`src/rtl/burst_seq_pkg.sv`:
```
package burst_seq_pkg;

    localparam int BEAT_W = 2;

    typedef enum logic [2:0] {
        ST_IDLE  = 3'd0,
        ST_BEAT0 = 3'd1,
        ST_BEAT1 = 3'd2,
        ST_BEAT2 = 3'd3,
        ST_BEAT3 = 3'd4
    } beat_state_t;

    typedef enum logic {
        ORD_LINEAR     = 1'b0,
        ORD_INTERLEAVE = 1'b1
    } burst_order_t;

endpackage

```
`src/rtl/burst_ctrl_fsm.sv`:
```
module burst_ctrl_fsm
    import burst_seq_pkg::*;
(
    input  logic              clk,
    input  logic              rst,
    input  logic              load,
    input  logic              step,
    output logic [BEAT_W-1:0] beat_idx,
    output logic              active
);

    beat_state_t state_q, state_d;

    always_ff @(posedge clk) begin
        if (rst) state_q <= ST_IDLE;
        else     state_q <= state_d;
    end

    always_comb begin
        state_d = state_q;
        if (load) begin
            state_d = ST_BEAT0;
        end else if (step) begin
            unique case (state_q)
                ST_IDLE:  state_d = ST_IDLE;
                ST_BEAT0: state_d = ST_BEAT1;
                ST_BEAT1: state_d = ST_BEAT2;
                ST_BEAT2: state_d = ST_BEAT3;
                ST_BEAT3: state_d = ST_BEAT0;
                default:  state_d = ST_IDLE;
            endcase
        end
    end

    always_comb begin
        active   = 1'b1;
        beat_idx = '0;
        unique case (state_q)
            ST_IDLE:  active   = 1'b0;
            ST_BEAT0: beat_idx = 2'd0;
            ST_BEAT1: beat_idx = 2'd1;
            ST_BEAT2: beat_idx = 2'd2;
            ST_BEAT3: beat_idx = 2'd3;
            default:  active   = 1'b0;
        endcase
    end


    step_advances_chk: assert property (@(posedge clk) disable iff (rst)
        (step && !load && active) |=> (beat_idx == $past(beat_idx) + 2'd1));


    load_restarts_chk: assert property (@(posedge clk) disable iff (rst)
        load |=> (active && beat_idx == 2'd0));


    idle_step_ignored_chk: assert property (@(posedge clk) disable iff (rst)
        (!active && !load) |=> !active);

endmodule

```
`src/rtl/burst_addr_capture.sv`:
```
module burst_addr_capture #(
    parameter int ADDR_W = 18
) (
    input  logic              clk,
    input  logic              rst,
    input  logic              load,
    input  logic [ADDR_W-1:0] addr_in,
    input  logic              order_in,
    output logic [ADDR_W-3:0] upper_q,
    output logic [1:0]        start_lo_q,
    output logic              order_q
);

    always_ff @(posedge clk) begin
        if (rst) begin
            upper_q    <= '0;
            start_lo_q <= '0;
            order_q    <= 1'b0;
        end else if (load) begin
            upper_q    <= addr_in[ADDR_W-1:2];
            start_lo_q <= addr_in[1:0];
            order_q    <= order_in;
        end
    end


    upper_hold_chk: assert property (@(posedge clk) disable iff (rst)
        !load |=> $stable(upper_q));


    order_hold_chk: assert property (@(posedge clk) disable iff (rst)
        !load |=> $stable(order_q));

endmodule

```
`src/rtl/burst_low_gen.sv`:
```
module burst_low_gen
    import burst_seq_pkg::*;
(
    input  logic [1:0]        start_lo,
    input  logic [BEAT_W-1:0] beat_idx,
    input  logic              order,
    output logic [1:0]        low_out
);

    burst_order_t ord;
    assign ord = burst_order_t'(order);

    always_comb begin
        unique case (ord)
            ORD_INTERLEAVE: low_out = start_lo ^ beat_idx;
            ORD_LINEAR:     low_out = start_lo + beat_idx;
            default:        low_out = start_lo;
        endcase
    end


    always_comb begin
        if (beat_idx == 2'd0) begin
            beat0_is_start_chk: assert (low_out == start_lo);
        end
    end

endmodule

```
`src/rtl/burst_addr_seq.sv`:
```
module burst_addr_seq
    import burst_seq_pkg::*;
#(
    parameter int ADDR_W = 18
) (
    input  logic              clk,
    input  logic              rst,
    input  logic              start_cpu,
    input  logic              start_ctl,
    input  logic              step,
    input  logic              order_sel,
    input  logic [ADDR_W-1:0] addr_in,
    output logic [ADDR_W-1:0] addr_out
);

    logic              load;
    logic              step_only;
    logic [BEAT_W-1:0] beat_idx;
    logic              active;
    logic [ADDR_W-3:0] upper_q;
    logic [1:0]        start_lo_q;
    logic              order_q;
    logic [1:0]        low_bits;

    assign load      = start_cpu | start_ctl;
    assign step_only = step & ~load;

    burst_ctrl_fsm u_fsm (
        .clk      (clk),
        .rst      (rst),
        .load     (load),
        .step     (step_only),
        .beat_idx (beat_idx),
        .active   (active)
    );

    burst_addr_capture #(.ADDR_W(ADDR_W)) u_cap (
        .clk        (clk),
        .rst        (rst),
        .load       (load),
        .addr_in    (addr_in),
        .order_in   (order_sel),
        .upper_q    (upper_q),
        .start_lo_q (start_lo_q),
        .order_q    (order_q)
    );

    burst_low_gen u_low (
        .start_lo (start_lo_q),
        .beat_idx (beat_idx),
        .order    (order_q),
        .low_out  (low_bits)
    );

    assign addr_out = {upper_q, low_bits};


    strobe_loads_chk: assert property (@(posedge clk) disable iff (rst)
        load |=> (addr_out == $past(addr_in)));


    quiet_hold_chk: assert property (@(posedge clk) disable iff (rst)
        (!load && !step) |=> $stable(addr_out));


    reset_zero_chk: assert property (@(posedge clk)
        rst |=> (addr_out == '0));

endmodule

```
`config.mk`:
```
export PLATFORM = sky130hd
export DESIGN_NAME = burst_addr_seq
export DESIGN_NICKNAME = d
export VERILOG_FILES = /design/src/rtl/burst_seq_pkg.sv /design/src/rtl/burst_ctrl_fsm.sv /design/src/rtl/burst_addr_capture.sv /design/src/rtl/burst_low_gen.sv /design/src/rtl/burst_addr_seq.sv
export SDC_FILE = /design/constraint.sdc
export NUM_CORES = 1
export LEC_CHECK = 0
export BUFFER_PORTS_ARGS = -buffer_cell sky130_fd_sc_hd__buf_2
export CAP_MARGIN = 25
export CORE_AREA = 3 3 48 50
export CTS_BUF_LIST = sky130_fd_sc_hd__clkbuf_4 sky130_fd_sc_hd__clkbuf_8
export CTS_CLUSTER_DIAMETER = 40
export CTS_CLUSTER_SIZE = 16
export DETAILED_ROUTE_END_ITERATION = 8
export DIE_AREA = 0 0 51 53
export PLACE_DENSITY = 0.77
export SLEW_MARGIN = 20
export SYNTH_ARGS = -nofsm -noshare
export SYNTH_HDL_FRONTEND = slang
export SYNTH_SLANG_ARGS = --single-unit
```
`constraint.sdc`:
```
create_clock -name clk -period 1.8 [get_ports clk]
set_input_delay 0.36 -clock clk [delete_from_list [all_inputs] [get_ports clk]]
set_output_delay 0.36 -clock clk [all_outputs]
set_load 0.005 [all_outputs]
```
==> results of run 1 <==
-- layout by cell type, fill, tap and decap left out, types with 2 or more instances in the layout --
master / n
inv_1: 2
buf_4: 5
dfxtp_1: 20
nand2_1: 38
clkbuf_4: 3
dfxtp_4: 2
a21oi_1: 19
buf_2: 41
-- layout make-up --
cell class | instances | area [sq um] | area share
tap | 27 | 33.78 | 0.02900
clock buffer | 3 | 22.52 | 0.01933
timing repair buffer | 46 | 242.7 | 0.2084
multi-input combinational | 75 | 410.4 | 0.3523
sequential | 22 | 447.9 | 0.3845
inverter | 2 | 7.507 | 0.006445
-- worst register-to-register path, stage by stage, from the launching register on --
cell      delay [ps]
dfxtp_4          400
buf_4            130
and3b_1          190
o2111a_1         230
-- power breakdown --
| group | leakage [uW] | internal (uW) | switching [uW] |
|---|---|---|---|
| logic | 0.000361 | 62.1 | 61.1 |
| registers | 0.000184 | 513 | 17.1 |
| clock network | 0.0000138 | 78.0 | 137 |
-- registers in the layout, indices dropped and copies added (netlist names) --
signal and flops:
u_cap.order_q 1, u_cap.start_lo_q 2, u_cap.upper_q 16, u_fsm.state_q 3
-- layer usage --
metal	track usage	part of all wire	vias to the layer above
met5	0	0	-
met4	0.09417	0.0047	0
met3	0.03662	0.079	2
met2	0.2725	0.48	34
met1	0.1938	0.43	360
li1	-	-	433
-- timing repair --
action | CTS | global route
pin swaps | 5 | 5
gates resized for setup | 9 | 2
buffers inserted | 2 | 0
setup endpoints to repair | 1 | 1
-- logic make-up after synthesis --
group / after synthesis / share of synthesized area
buf+inv: 9 / 0.04559
fa+ha+maj: 1 / 0.01470
compound gates: 24 / 0.1603
xor+xnor: 3 / 0.03089
flops: 22 / 0.5176
simple gates: 47 / 0.2309
-- metrics by stage --
stage	std cells	setup slack [ps]	hold WS [ps]	area [sq um]
after CTS	175	-202.3	272.3	1146
after global routing	175	-275.8	283.6	1165
after global placement	170	155.1	434.4	1081
final	175	-206.8	290.3	1165
after floorplan	106	279.3	432.2	850.8
after detailed placement	170	94.95	442.9	1081
-- worst paths after layout --
path	to	slack, ps	start
setup / recovery	addr_out[1]	-210	u_fsm.state_q[1]
hold / removal	u_cap.upper_q[12]	290	addr_in[14]
setup reg to reg	u_fsm.state_q[1]	760	u_fsm.state_q[2]
hold reg to reg	u_cap.upper_q[12]	460	u_cap.upper_q[12]
==> reports/metrics.cfg, run 1 <==
[detailed_routing]
vias=829
drt-pass1-iter-count=4
routed_wl_um=2121
ant_nets=0
drt_iter0_markers=10
routedWlPerCell_um=12.12
routed_via_density=4.737
drc=0

[timing]
worst_slack_ps=-206.8
min_period_ps=2007
clock_skew_ps=0.2682
fin_crit_sh=1.115
rsz0062_at_grt=true
finalSetupViolCount=1
max_freq_mhz=498.3
worstMarginPinSlew_ps=380.4
relSlewSlack=0.7464
hold_viol_final=0
finalSetupTns_ps=-206.8
maxSlewViolCount=0

[worst_setup_path]
cp_slowest_cell=dfxtp_4
critPathLaunchType=flop
worst-path-buf-inv=1
path_depth=7
worstSetupEndpointType=output pin
cp.required_ps=1440
rr_worst_depth=3
cp_data_arrival_time_ps=1650
cpLargestDelayFamily=flip-flops
cp_slowest_stage_delay_ps=390
crit_chain=xnor2_4, nor2_2, ha_2, nor2b_4, xnor2_2, xnor2_1, buf_2
criticalPathCategory=flop to output pin
crit_fanout=2

[global_route]
grt_pass1_wl_um=3208
grt_max_degree=22
antenna_found_initial=0
grt_remaining_overflow=0
grt_use_total=0.1642
grt_pass1_vias=777

[clocking]
clk_latency_ps=300
ctsHoldBuffers=0
numCtsBuffers=3
cts_root_buffer=clkbuf_4
cts_sinks=22
htreeDepth=1
cts_tree=built
clk_path_buf_depth=2
path_clk_slew_ps=110

[floorplanning]
start_util=0.4381
fp.dieW_um=51
die_h_um=53
coreArea_sq_um=1942
io_pins=42
rows=16
die-area_sq_um=2703

[yosys]
yosys_warnings=0
netlist_area_sq_um=850.8
synth_most_common_cell=nand2_1
synth_area_leaders=dfxtp_1 52%, nand2_1 17%, a21oi_1 11%
synth_edf_count=0
yosysTopAreaCellShare=0.5176
synth-async-reset-ratio=0
ys.flop_type=dfxtp_1
synth_nets=131
synth_cell_types=21
synth-seq-area-share=0.5176
synth-seq-cells=22
yosys-top-cells-count=38 x nand2_1, 22 x dfxtp_1, 19 x a21oi_1, 4 x buf_2
yosys.area.top_type=dfxtp_1
synth.avg_cell_area_sq_um=8.027
syn_inst=106

[cells_and_area]
syn_to_final_growth_pct=36.91
n_antenna_cell=0
drive_gt1_frac=0.3784
final_util=0.5999
fillers=195
finalNetCount=175

[run_status]
violations=setup timing
status=finished with violations

[pwr]
peakVddDrop_v=0.0004698
p_leak_uw=0.0005581
finalPower_uw=867.8
power.density_nw_per_um2=744.9

[worst_hold_path]
hp-class=primary input to flop
hold_depth=3

[flow_run]
drv_cap=0

[placed_design]
port-buffer-count=41
place_congestion=0.6958
place.detailed.hpwl_um=1399

Power figures use the tool's default switching activity.
==> run 2, diff against run 1 <==
--- a/config.mk
+++ b/config.mk
@@ -7,13 +7,13 @@
 export LEC_CHECK = 0
 export BUFFER_PORTS_ARGS = -buffer_cell sky130_fd_sc_hd__buf_2
 export CAP_MARGIN = 25
-export CORE_AREA = 3 3 48 50
+export CORE_AREA = 3 3 55 57
 export CTS_BUF_LIST = sky130_fd_sc_hd__clkbuf_4 sky130_fd_sc_hd__clkbuf_8
 export CTS_CLUSTER_DIAMETER = 40
 export CTS_CLUSTER_SIZE = 16
 export DETAILED_ROUTE_END_ITERATION = 8
-export DIE_AREA = 0 0 51 53
-export PLACE_DENSITY = 0.77
+export DIE_AREA = 0 0 58 60
+export PLACE_DENSITY = 0.6
 export SLEW_MARGIN = 20
 export SYNTH_ARGS = -nofsm -noshare
 export SYNTH_HDL_FRONTEND = slang
==> run 2 against run 1 <==
Critical path depth did not move. Critical path type unchanged. Count of clock-buffer cells in the layout did not move. First-iteration DRC count rose by 110%. The flow still finishes with violations (setup timing). Register-to-register slack got worse by 200 ps.
==> reports/metrics.cfg, run 2 (synthesis gave the netlist of run 1 again) <==
[placed_design]
place_inst=174  ; +2.4%
port-buffer-count=41  ; unchanged
place_congestion=0.7788  ; +12%
place.detailed.hpwl_um=1488  ; +6.4%

[detailed_routing]
drt-pass1-iter-count=4  ; unchanged
routed_via_density=4.728  ; -0.20%
drt_iter0_markers=21  ; +11
routed_wl_um=2087  ; -1.6%
routedWlPerCell_um=11.59  ; -4.3%
ant_nets=0  ; unchanged
drc=0  ; unchanged
vias=851  ; +2.7%

[clocking]
clk_path_buf_depth=2  ; unchanged
clk_latency_ps=300  ; about the same
cts_tree=built
cts_root_buffer=clkbuf_4
numCtsBuffers=3  ; unchanged
htreeDepth=1  ; unchanged
cts_sinks=22  ; unchanged
path_clk_slew_ps=120  ; about the same

[cells_and_area]
syn_to_final_growth_pct=37.50
drive_gt1_frac=0.3867  ; +0.008288
top_register=u_cap.upper_q
seq_area_sq_um=445.4  ; -0.56%
finalNetCount=177  ; +1.1%
multi_input_area_sq_um=399.1  ; -2.7%
fillers=256  ; +31%
most-common-layout-cells=41 x buf_2, 38 x nand2_1, 20 x dfxtp_1
reg.largest.list=u_cap.upper_q: 16 flops, u_fsm.state_q: 3 flops, u_cap.start_lo_q: 2 flops
largest_register_ffs=16  ; unchanged
final_util=0.4638  ; -0.1361
final_cells=180  ; +2.9%
n_antenna_cell=0  ; unchanged
final_common_cell=buf_2

[worst_setup_path]
rr_endpoint=u_fsm.state_q[0]
critPathLaunchType=flop
rrSetupSlack_ps=560  ; -200 ps
r2r_start=u_fsm.state_q[1]
criticalPathCategory=flop to output pin
cp.required_ps=1440  ; about the same
rr_worst_depth=5  ; +2
worstSetupEndpointType=output pin
cp_data_arrival_time_ps=1590  ; -60 ps
crit_path_start=u_fsm.state_q[2]
crit_fanout=2  ; unchanged
worstSetupEndpoint=addr_out[1]

[global_route]
grt_pass1_vias=814  ; +4.8%
grt_use_total=0.1221  ; -0.04205
grt_max_degree=22  ; unchanged
grt_remaining_overflow=0  ; unchanged
antenna_found_initial=0  ; unchanged
grt_pass1_wl_um=3256  ; +1.5%

[timing]
fin_crit_sh=1.084  ; -0.03047
clock_skew_ps=0.04302  ; -0.2252 ps
rsz0062_at_grt=true
relSlewSlack=0.7442  ; -0.002237
max_freq_mhz=512.3  ; +2.8%
finalSetupViolCount=1  ; unchanged
hold_viol_final=0  ; unchanged
worstMarginPinSlew_ps=383.7  ; +3.354 ps
maxSlewViolCount=0  ; unchanged
min_period_ps=1952  ; -54.85 ps
finalSetupTns_ps=-152.0  ; +54.85 ps
worst_slack_ps=-152.0  ; +54.85 ps
hold_slack_ps=288.4  ; -1.827 ps

[run_status]
status=finished with violations
violations=setup timing

[pwr]
finalPower_uw=870.8  ; +0.35%
power.density_nw_per_um2=744.3  ; about the same
p_leak_uw=0.0005669  ; +1.6%
peakVddDrop_v=0.0004524  ; -3.7%

[floorplanning]
coreArea_sq_um=2522  ; +30%
fp.dieW_um=58  ; +14%
die_h_um=60  ; +13%
io_pins=42  ; unchanged
rows=18  ; +2
die-area_sq_um=3480  ; +29%
start_util=0.3373  ; -0.1008

[flow_run]
drv_cap=0  ; unchanged

[worst_hold_path]
hp-class=primary input to flop

-- run 2: cell types whose count changed in the layout (fill, tap and decap cells not counted), sizes merged --
cell  previous run  this run
buf             46        48
-- run 2: per-stage QoR --
stage	area (sq um)	setup slack [ps]
detailed placement	1092	76.82
floorplan	850.8	279.3
global placement	1092	151.5
finish	1170	-152.0
global route	1170	-258.1
CTS	1161	-206.7
-- run 2: repair_timing --
action	4_1_cts	5_1_grt
pin swaps	5	5
setup endpoints to repair	1	1
setup buffers	3	0
hold buffers	0	0
gates resized for setup	7	2
endpoints found under the hold margin	0	0
-- run 2: cell type report --
cell class / instances / share of cell area
multi-input combinational: 75 / 0.3412
sequential: 22 / 0.3807
timing repair buffer: 48 / 0.2203
tap: 30 / 0.03209
clock buffer: 3 / 0.01925
inverter: 2 / 0.006417
-- run 2: worst min path at each step --
stage                      from                 to  cells after the start
3_3_place_gp   u_cap.upper_q[3]   u_cap.upper_q[3]                      2
6_report             addr_in[3]   u_cap.upper_q[1]                      3
3_5_place_dp   u_cap.upper_q[8]   u_cap.upper_q[8]                      2
5_1_grt             addr_in[12]  u_cap.upper_q[10]                      3
2_1_floorplan     u_cap.order_q      u_cap.order_q                      2
4_1_cts              addr_in[3]   u_cap.upper_q[1]                      3
-- run 2: power by group --
group	switching (uW)	total, uW	internal, uW
Combinational	60.8	123	62.0
Clock	140	218	77.9
Sequential	16.7	530	514
-- run 2: worst max-delay path: stages (launching register included) --
cell and delay [ps]:
dfxtp_4 370, xnor2_2 130, nor2_2 110, ha_2 170, nor2b_4 150, xnor2_2 120, xnor2_1 130, buf_2 130
-- run 2: per-layer routing --
layer  part of all wire  GRT usage  vias to the layer above
met5                  0          0                        -
met3               0.10    0.04104                        0
met4                  0    0.03974                        0
met1               0.45     0.1389                      378
li1                   -          -                      436
met2               0.45     0.2145                       37
